--- config.mk ---
export PLATFORM = sky130hd
export DESIGN_NAME = pdec_codec
export DESIGN_NICKNAME = d
export VERILOG_FILES = /design/src/rtl/pdec_pkg.sv /design/src/rtl/pdec_enc.sv /design/src/rtl/pdec_dec.sv /design/src/rtl/pdec_codec.sv
export SDC_FILE = /design/constraint.sdc
export NUM_CORES = 1
export LEC_CHECK = 0
export BUFFER_PORTS_ARGS = -buffer_cell sky130_fd_sc_hd__buf_2
export CAP_MARGIN = 20
export CORE_MARGIN = 5
export CORE_UTILIZATION = 55
export DETAILED_ROUTE_END_ITERATION = 10
export PLACE_DENSITY = 0.91
export SYNTH_ARGS = -nofsm -noshare
export SYNTH_HDL_FRONTEND = slang
export SYNTH_SLANG_ARGS = --single-unit
export TNS_END_PERCENT = 20
--- constraint.sdc ---
create_clock -name clk -period 5.3 [get_ports clk]
set_input_delay 1.06 -clock clk [delete_from_list [all_inputs] [get_ports clk]]
set_output_delay 1.06 -clock clk [all_outputs]
set_load 0.02 [all_outputs]
--- src/rtl/pdec_pkg.sv ---
package pdec_pkg;
  localparam logic [3:0] SGN_POS = 4'hC;
  localparam logic [3:0] SGN_NEG = 4'hD;

  // returns {recognised, negative}
  function automatic logic [1:0] sign_kind(input logic [3:0] n);
    logic [1:0] r;
    case (n)
      4'hA, 4'hC, 4'hE, 4'hF: r = 2'b10;
      4'hB, 4'hD:             r = 2'b11;
      default:                r = 2'b00;
    endcase
    return r;
  endfunction
endpackage

--- src/rtl/pdec_enc.sv ---
module pdec_enc
  import pdec_pkg::*;
#(
  parameter int MAXD = 31,
  parameter int CW   = $clog2(MAXD + 1) + 1
) (
  input  logic              clk,
  input  logic              rst_n,
  input  logic              in_valid,
  output logic              in_ready,
  input  logic [CW-1:0]     in_count,
  input  logic              in_neg,
  input  logic [MAXD*4-1:0] in_digits,
  output logic              err,
  output logic              out_valid,
  input  logic              out_ready,
  output logic [7:0]        out_data,
  output logic              out_last
);
  localparam int IW = CW - 1;

  logic [MAXD-1:0]   lane_bad;
  logic              bad_cmd, accept;
  logic              busy_q, err_q, neg_q;
  logic [CW-1:0]     cnt_q;
  logic [MAXD*4-1:0] dig_q;
  logic [IW-1:0]     idx_q;

  // one range check per digit lane, live only below the count
  for (genvar g = 0; g < MAXD; g++) begin : g_lane
    assign lane_bad[g] = (CW'(g) < in_count) && (in_digits[g*4 +: 4] > 4'd9);
  end

  assign bad_cmd  = (in_count > CW'(MAXD)) || (|lane_bad);
  assign in_ready = !busy_q;
  assign accept   = in_valid && in_ready;

  always_ff @(posedge clk or negedge rst_n) begin
    if (!rst_n) begin
      busy_q <= 1'b0;
      err_q  <= 1'b0;
      neg_q  <= 1'b0;
      cnt_q  <= '0;
      dig_q  <= '0;
      idx_q  <= '0;
    end else begin
      err_q <= accept && bad_cmd;
      if (accept && !bad_cmd) begin
        busy_q <= 1'b1;
        idx_q  <= '0;
        dig_q  <= in_digits;
        cnt_q  <= in_count;
        neg_q  <= in_neg;
      end else if (busy_q && out_ready) begin
        if (out_last) busy_q <= 1'b0;
        else          idx_q  <= idx_q + 1'b1;
      end
    end
  end

  // nibble p of the padded string: optional zero pad, digits, then sign
  function automatic logic [3:0] nib_at(input int p, input logic [CW-1:0] c,
                                        input logic ng, input logic [MAXD*4-1:0] d);
    int pad;
    int q;
    logic [3:0] r;
    pad = c[0] ? 0 : 1;
    q   = p - pad;
    r   = ng ? SGN_NEG : SGN_POS;
    if (p < pad) r = 4'h0;
    else if (q < int'(c)) begin
      for (int i = 0; i < MAXD; i++)
        if (i == q) r = d[i*4 +: 4];
    end
    return r;
  endfunction

  always_comb begin
    out_data[7:4] = nib_at(2 * int'(idx_q),     cnt_q, neg_q, dig_q);
    out_data[3:0] = nib_at(2 * int'(idx_q) + 1, cnt_q, neg_q, dig_q);
  end

  assign out_valid = busy_q;
  assign out_last  = busy_q && (idx_q == cnt_q[CW-1:1]);
  assign err       = err_q;

  a_r6_enc_hold: assert property (@(posedge clk) disable iff (!rst_n)
    (out_valid && !out_ready) |=> (out_valid && $stable(out_data) && $stable(out_last)));
  a_r5_err_no_bytes: assert property (@(posedge clk) disable iff (!rst_n)
    err |-> !out_valid);
  a_r4_sign_code: assert property (@(posedge clk) disable iff (!rst_n)
    (out_valid && out_last) |-> (out_data[3:0] == SGN_POS || out_data[3:0] == SGN_NEG));
endmodule

--- src/rtl/pdec_dec.sv ---
module pdec_dec
  import pdec_pkg::*;
#(
  parameter int MAXD = 31,
  parameter int CW   = $clog2(MAXD + 1) + 1
) (
  input  logic              clk,
  input  logic              rst_n,
  input  logic              in_valid,
  output logic              in_ready,
  input  logic [7:0]        in_data,
  input  logic              in_last,
  output logic              out_valid,
  input  logic              out_ready,
  output logic [MAXD*4-1:0] out_digits,
  output logic [CW-1:0]     out_count,
  output logic              out_neg,
  output logic              out_err
);
  localparam int MAXB = MAXD / 2 + 1;
  localparam int KW   = CW - 1;

  logic              hold_q, err_q, neg_q, accept;
  logic [KW-1:0]     k_q;
  logic [CW-1:0]     cnt_q;
  logic [MAXD*4-1:0] nib_q, nib_d;
  logic [3:0]        hi, lo;
  logic [1:0]        sk;
  logic              fits_mid, fits_last, e_mid, e_last;

  assign in_ready  = !hold_q;
  assign accept    = in_valid && in_ready;
  assign hi        = in_data[7:4];
  assign lo        = in_data[3:0];
  assign sk        = sign_kind(lo);
  assign fits_mid  = k_q < KW'(MAXB - 1);
  assign fits_last = k_q < KW'(MAXB);
  assign e_mid     = (hi > 4'd9) || (lo > 4'd9) || !fits_mid;
  assign e_last    = (hi > 4'd9) || !sk[1] || !fits_last || err_q;

  // write the incoming nibbles into their digit slots
  always_comb begin
    nib_d = nib_q;
    for (int i = 0; i < MAXD; i++) begin
      if (i == 2 * int'(k_q)) nib_d[i*4 +: 4] = hi;
      if (!in_last && i == 2 * int'(k_q) + 1) nib_d[i*4 +: 4] = lo;
    end
  end

  always_ff @(posedge clk or negedge rst_n) begin
    if (!rst_n) begin
      hold_q <= 1'b0;
      err_q  <= 1'b0;
      neg_q  <= 1'b0;
      k_q    <= '0;
      cnt_q  <= '0;
      nib_q  <= '0;
    end else if (accept) begin
      nib_q <= nib_d;
      if (in_last) begin
        hold_q <= 1'b1;
        err_q  <= e_last;
        neg_q  <= sk[0];
        cnt_q  <= e_last ? '0 : CW'(2 * int'(k_q) + 1);
      end else begin
        err_q <= err_q || e_mid;
        if (fits_last) k_q <= k_q + 1'b1;
      end
    end else if (hold_q && out_ready) begin
      hold_q <= 1'b0;
      err_q  <= 1'b0;
      k_q    <= '0;
      nib_q  <= '0;
    end
  end

  assign out_valid  = hold_q;
  assign out_digits = nib_q;
  assign out_count  = cnt_q;
  assign out_neg    = neg_q;
  assign out_err    = err_q;

  a_r10_dec_hold: assert property (@(posedge clk) disable iff (!rst_n)
    (out_valid && !out_ready) |=> (out_valid && $stable(out_digits) && $stable(out_count)
                                   && $stable(out_neg) && $stable(out_err)));
  a_r7_odd_count: assert property (@(posedge clk) disable iff (!rst_n)
    (out_valid && !out_err) |-> out_count[0]);
  a_r9_err_zero_count: assert property (@(posedge clk) disable iff (!rst_n)
    (out_valid && out_err) |-> (out_count == '0));
endmodule

--- src/rtl/pdec_codec.sv ---
module pdec_codec #(
  parameter int MAX_DIGITS = 31,
  parameter int CW         = $clog2(MAX_DIGITS + 1) + 1
) (
  input  logic                    clk,
  input  logic                    rst_n,
  input  logic                    enc_in_valid,
  output logic                    enc_in_ready,
  input  logic [CW-1:0]           enc_in_count,
  input  logic                    enc_in_neg,
  input  logic [MAX_DIGITS*4-1:0] enc_in_digits,
  output logic                    enc_err,
  output logic                    enc_out_valid,
  input  logic                    enc_out_ready,
  output logic [7:0]              enc_out_data,
  output logic                    enc_out_last,
  input  logic                    dec_in_valid,
  output logic                    dec_in_ready,
  input  logic [7:0]              dec_in_data,
  input  logic                    dec_in_last,
  output logic                    dec_out_valid,
  input  logic                    dec_out_ready,
  output logic [MAX_DIGITS*4-1:0] dec_out_digits,
  output logic [CW-1:0]           dec_out_count,
  output logic                    dec_out_neg,
  output logic                    dec_out_err
);
  pdec_enc #(.MAXD(MAX_DIGITS), .CW(CW)) u_enc (
    .clk(clk), .rst_n(rst_n),
    .in_valid(enc_in_valid), .in_ready(enc_in_ready),
    .in_count(enc_in_count), .in_neg(enc_in_neg), .in_digits(enc_in_digits),
    .err(enc_err),
    .out_valid(enc_out_valid), .out_ready(enc_out_ready),
    .out_data(enc_out_data), .out_last(enc_out_last)
  );

  pdec_dec #(.MAXD(MAX_DIGITS), .CW(CW)) u_dec (
    .clk(clk), .rst_n(rst_n),
    .in_valid(dec_in_valid), .in_ready(dec_in_ready),
    .in_data(dec_in_data), .in_last(dec_in_last),
    .out_valid(dec_out_valid), .out_ready(dec_out_ready),
    .out_digits(dec_out_digits), .out_count(dec_out_count),
    .out_neg(dec_out_neg), .out_err(dec_out_err)
  );
endmodule

==> results.md <==
* Status: finished with violations
* Failing checks: setup timing
* Initial DRC count at 1,822
* Switching Share at 37.8%
* CTS Buf Count at 28
* N_diodes at 0
* CTS tree: yes
* RSZ-0062 raised after global routing: true
* Seq/Total Area, Yosys at 45.2%
* Filler Cells Inserted at 2,156
* Max frequency at 186 MHz
* Sequential share of power at 35.0%
* Mean Syn Cell Area at 9.94 um2
* Worst-Skew Late Latency at 0.59 ns
* Worst setup SP type: register
* Drt total wl at 64.9 mm
* Pin count of the biggest net entering global routing at 142
* Die area at 31,200 um2
* Max-cap violations at 0
* Drt drc at 0
* Logic pwr share at 34.2%
* CTS max path bufs at 3
* CTS clk-pin slew, worst paths at 0.06 ns
* Final Hold Viols at 0
* Psw at 2.67 mW
* Peak per-stage delay on the critical path at 0.82 ns
* ANT nets after route at 0
* Crit-path slowest cell: o311ai_1
* Setup violators final at 1
* Vias in the first global route at 15,000
* Final WS setup at -0.0693 ns
* Cells after synthesis at 1,538
* # rows at 61
* Warnings, synthesis at 0
* Final min period at 5.37 ns
* Hold WC Path Type: register to register
* Die X at 177 um
* Main area contributors after synthesis: dfrtp_1 45%, mux2_2 9.1%, o21ai_0 5.4%
* Post-synth top cells: 276 x dfrtp_1, 166 x o21ai_0, 124 x mux2_2, 119 x nand2_1, 105 x nand3_1
* Int Pwr at 4.40 mW
* CP Cell Sequence: buf_4 > buf_4 > nor3b_1 > o311ai_1 > a2111oi_0 > o22ai_1 > nand4_1 > a31oi_1 > o21ai_0 > a21oi_1 > buf_2
* IR drop worst, VDD at 0.400 mV
* Setup crit end kind: output pin
* Setup TNS at -0.0693 ns
* Period utilisation layout at 101%
* Worst-Margin Slew at 1.08 ns
* Post-Route Skew at 0.0250 ns
* Syn-to-layout area delta at 20.1%
* Worst-path fanout max at 40
* Hold WS at 0.480 ns
* H-tree level count at 1
* I/O Buffers at 291
* Pwr Total at 7.07 mW
* Count leader, synth: dfrtp_1
* Routed WL per cell at 29.1 um
* Worst Path Arrival at 4.31 ns
* Dpl cells at 2,169
* Synth top area share at 45.2%
* Yosys reg bits at 276
* FFs w/ async S/R, synth at 100%
* Netlist cell types at 99
* Nets@finish at 1,990
* Die H at 177 um
* Setup CP Type: register to output pin
* Dominant cell type by area after synthesis: dfrtp_1
* Initial Utilization at 55.4%
* CP dominant cell by count: buf_4
* Clock tree sinks at 276
* Congestion Overflow GR at 0
* Number of synthesized flops with an enable pin at 0
* Netlist Area Pre-Place at 15,300 um2
* Via density at 6.78
* Worst rel slew slack at 27.4%
* Dpl hpwl at 49.4 mm
* Syn_nets at 1,701
* I/O pin total at 292
* Ratio of cells with drive above 1 in the final layout at 30.7%
* Aggregate global-route resource usage at 40.5%
* First-pass GRT wire length at 95.9 mm
* Drt pass-1 iters at 6
* Pins over their slew limit at 0
* Final cell count without fillers at 2,226
* Critical Path RT at 4.24 ns
* Cell chosen for the clock root: clkbuf_16
* Clock share of power at 30.8%
* Leakage power at 8.89 nW
* Power Dens Cells at 385 nW/um2
* Top FF cell, synth: dfrtp_1
* CORE AREA at 27,600 um2
* Antenna violations before repair at 0
* Via count at 15,100
* Routability-driven placement congestion ratio at 1.02
[power by group through the flow]
stage / combinational, mW / clock [mW] / sequential [mW]
after floorplan: 1.18 / 0 / 2.62
after global placement: 2.24 / 0 / 2.48
after detailed placement: 2.27 / 0 / 2.49
after CTS: 2.30 / 2.17 / 2.46
after global routing: 2.53 / 2.26 / 2.49
final: 2.42 / 2.18 / 2.47
[worst paths after layout]
| kind | startpoint | end | slack, ns | cells past startpoint |
|---|---|---|---|---|
| hold / removal | u_dec.out_count[0]$_DFFE_PN0P_ | u_dec.out_count[0]$_DFFE_PN0P_ | 0.48 | 1 |
| setup / recovery | u_enc.cnt_q[0]$_DFFE_PN0P_ | enc_out_data[6] | -0.07 | 11 |
| min in group asynchronous | rst_n | u_enc.dig_q[44]$_DFFE_PN0P_ | 0.59 | 1 |
| max in group asynchronous | rst_n | u_dec.out_digits[86]$_DFFE_PN0P_ | 3.38 | 2 |
| hold reg to reg | u_dec.out_count[0]$_DFFE_PN0P_ | u_dec.out_count[0]$_DFFE_PN0P_ | 0.48 | 1 |
| setup reg to reg | u_dec.out_valid$_DFFE_PN0P_ | u_dec.out_digits[61]$_DFFE_PN0P_ | 2.04 | 6 |
[sequential cells by signal, summed over array words and instances, names as in the netlist]
| register | cells |
|---|---|
| u_enc.idx_q | 5 |
| u_enc.neg_q | 1 |
| u_enc.out_valid | 1 |
| u_dec.out_neg | 1 |
| u_dec.k_q | 5 |
| u_enc.err | 1 |
| u_dec.out_valid | 1 |
| u_enc.cnt_q | 6 |
| u_dec.out_digits | 124 |
| u_dec.out_count | 6 |
| u_enc.dig_q | 124 |
| u_dec.out_err | 1 |
[cells by family (layout without fill, tap and decap cells)]
group	count (synthesis)	in the layout	synth area share [%]
AND/OR/NAND/NOR	453	453	15.4
AO/OA/AOI/OAI	444	444	18.8
flip-flops	276	276	45.2
multiplexers	200	200	14.7
buffers and inverters	140	450	3.93
adder cells (fa/ha/maj)	18	18	1.46
XOR/XNOR	7	7	0.524
[per-stage QoR]
stage	util (%)	area [um2]	worst slack (ns)
6_report	66.5	18400	-0.0693
3_5_place_dp	62.5	17300	0.550
2_1_floorplan	-	15300	0.713
4_1_cts	66.2	18300	0.0985
5_1_grt	66.5	18400	-0.0730
3_3_place_gp	62.5	17300	0.544
[metal layers]
layer  up-vias  track usage (%)  wire length (um)
li1       6320                -                 -
met1      7418             53.2             24500
met2      1117             64.2             29300
met3       227             9.72              7320
met4         0             18.1              3780
met5         -                0                 0
[repair_timing]
action                                  4_1_cts  5_1_grt
resized for setup                             2        6
buffers inserted                              2        4
pin swaps                                     1        1
hold buffers                                  0        0
endpoints found under the setup margin        2        3
[cell type report]
cell class                      instances  area [um2]  area share (%)
Clock buffer                           42         833            4.54
Clock inverter                          9         176           0.961
Inverter                               41         155           0.845
Multi-Input combinational cell       1122        7840            42.7
Sequential cell                       276        6910            37.6
Tap cell                              378         473            2.58
Timing Repair Buffer                  358        1970            10.7
[critical path, delay by kind of cell (launching register included)]
family | cells | cell delay [ns]
AOI/OAI and AO/OA | 6 | 1.99
buffers and inverters | 3 | 1.06
DFF | 1 | 0.35
and+or+nand+nor | 2 | 0.32
[layout by cell type, fill, tap and decap left out, drive strengths merged, types with 7 or more instances in the layout]
| cell | synthesis | routed |
|---|---|---|
| nor3 | 22 | 22 |
| o31ai | 10 | 10 |
| and3 | 11 | 11 |
| a211oi | 15 | 15 |
| a31oi | 17 | 17 |
| nor2b | 11 | 11 |
| o32ai | 7 | 7 |
| clkbuf | 50 | 42 |
| mux2i | 8 | 8 |
| a22oi | 19 | 19 |
| nand2b | 8 | 8 |
| inv | 40 | 41 |
| a22o | 7 | 7 |
| nand3 | 106 | 106 |
| o221ai | 11 | 11 |
| nor2 | 78 | 78 |
| a2111oi | 7 | 7 |
| and2 | 17 | 17 |
| o211ai | 10 | 10 |
| nor4 | 13 | 13 |
| mux2 | 191 | 191 |
| o21a | 8 | 8 |
| o22ai | 31 | 31 |
| nand2 | 119 | 119 |
| ha | 17 | 17 |
| nand4 | 20 | 20 |
| o21ai | 166 | 166 |
| dfrtp | 276 | 276 |
| a21oi | 72 | 72 |
| buf | 49 | 358 |
| or3 | 8 | 8 |
(Power assumes the default switching activity.)
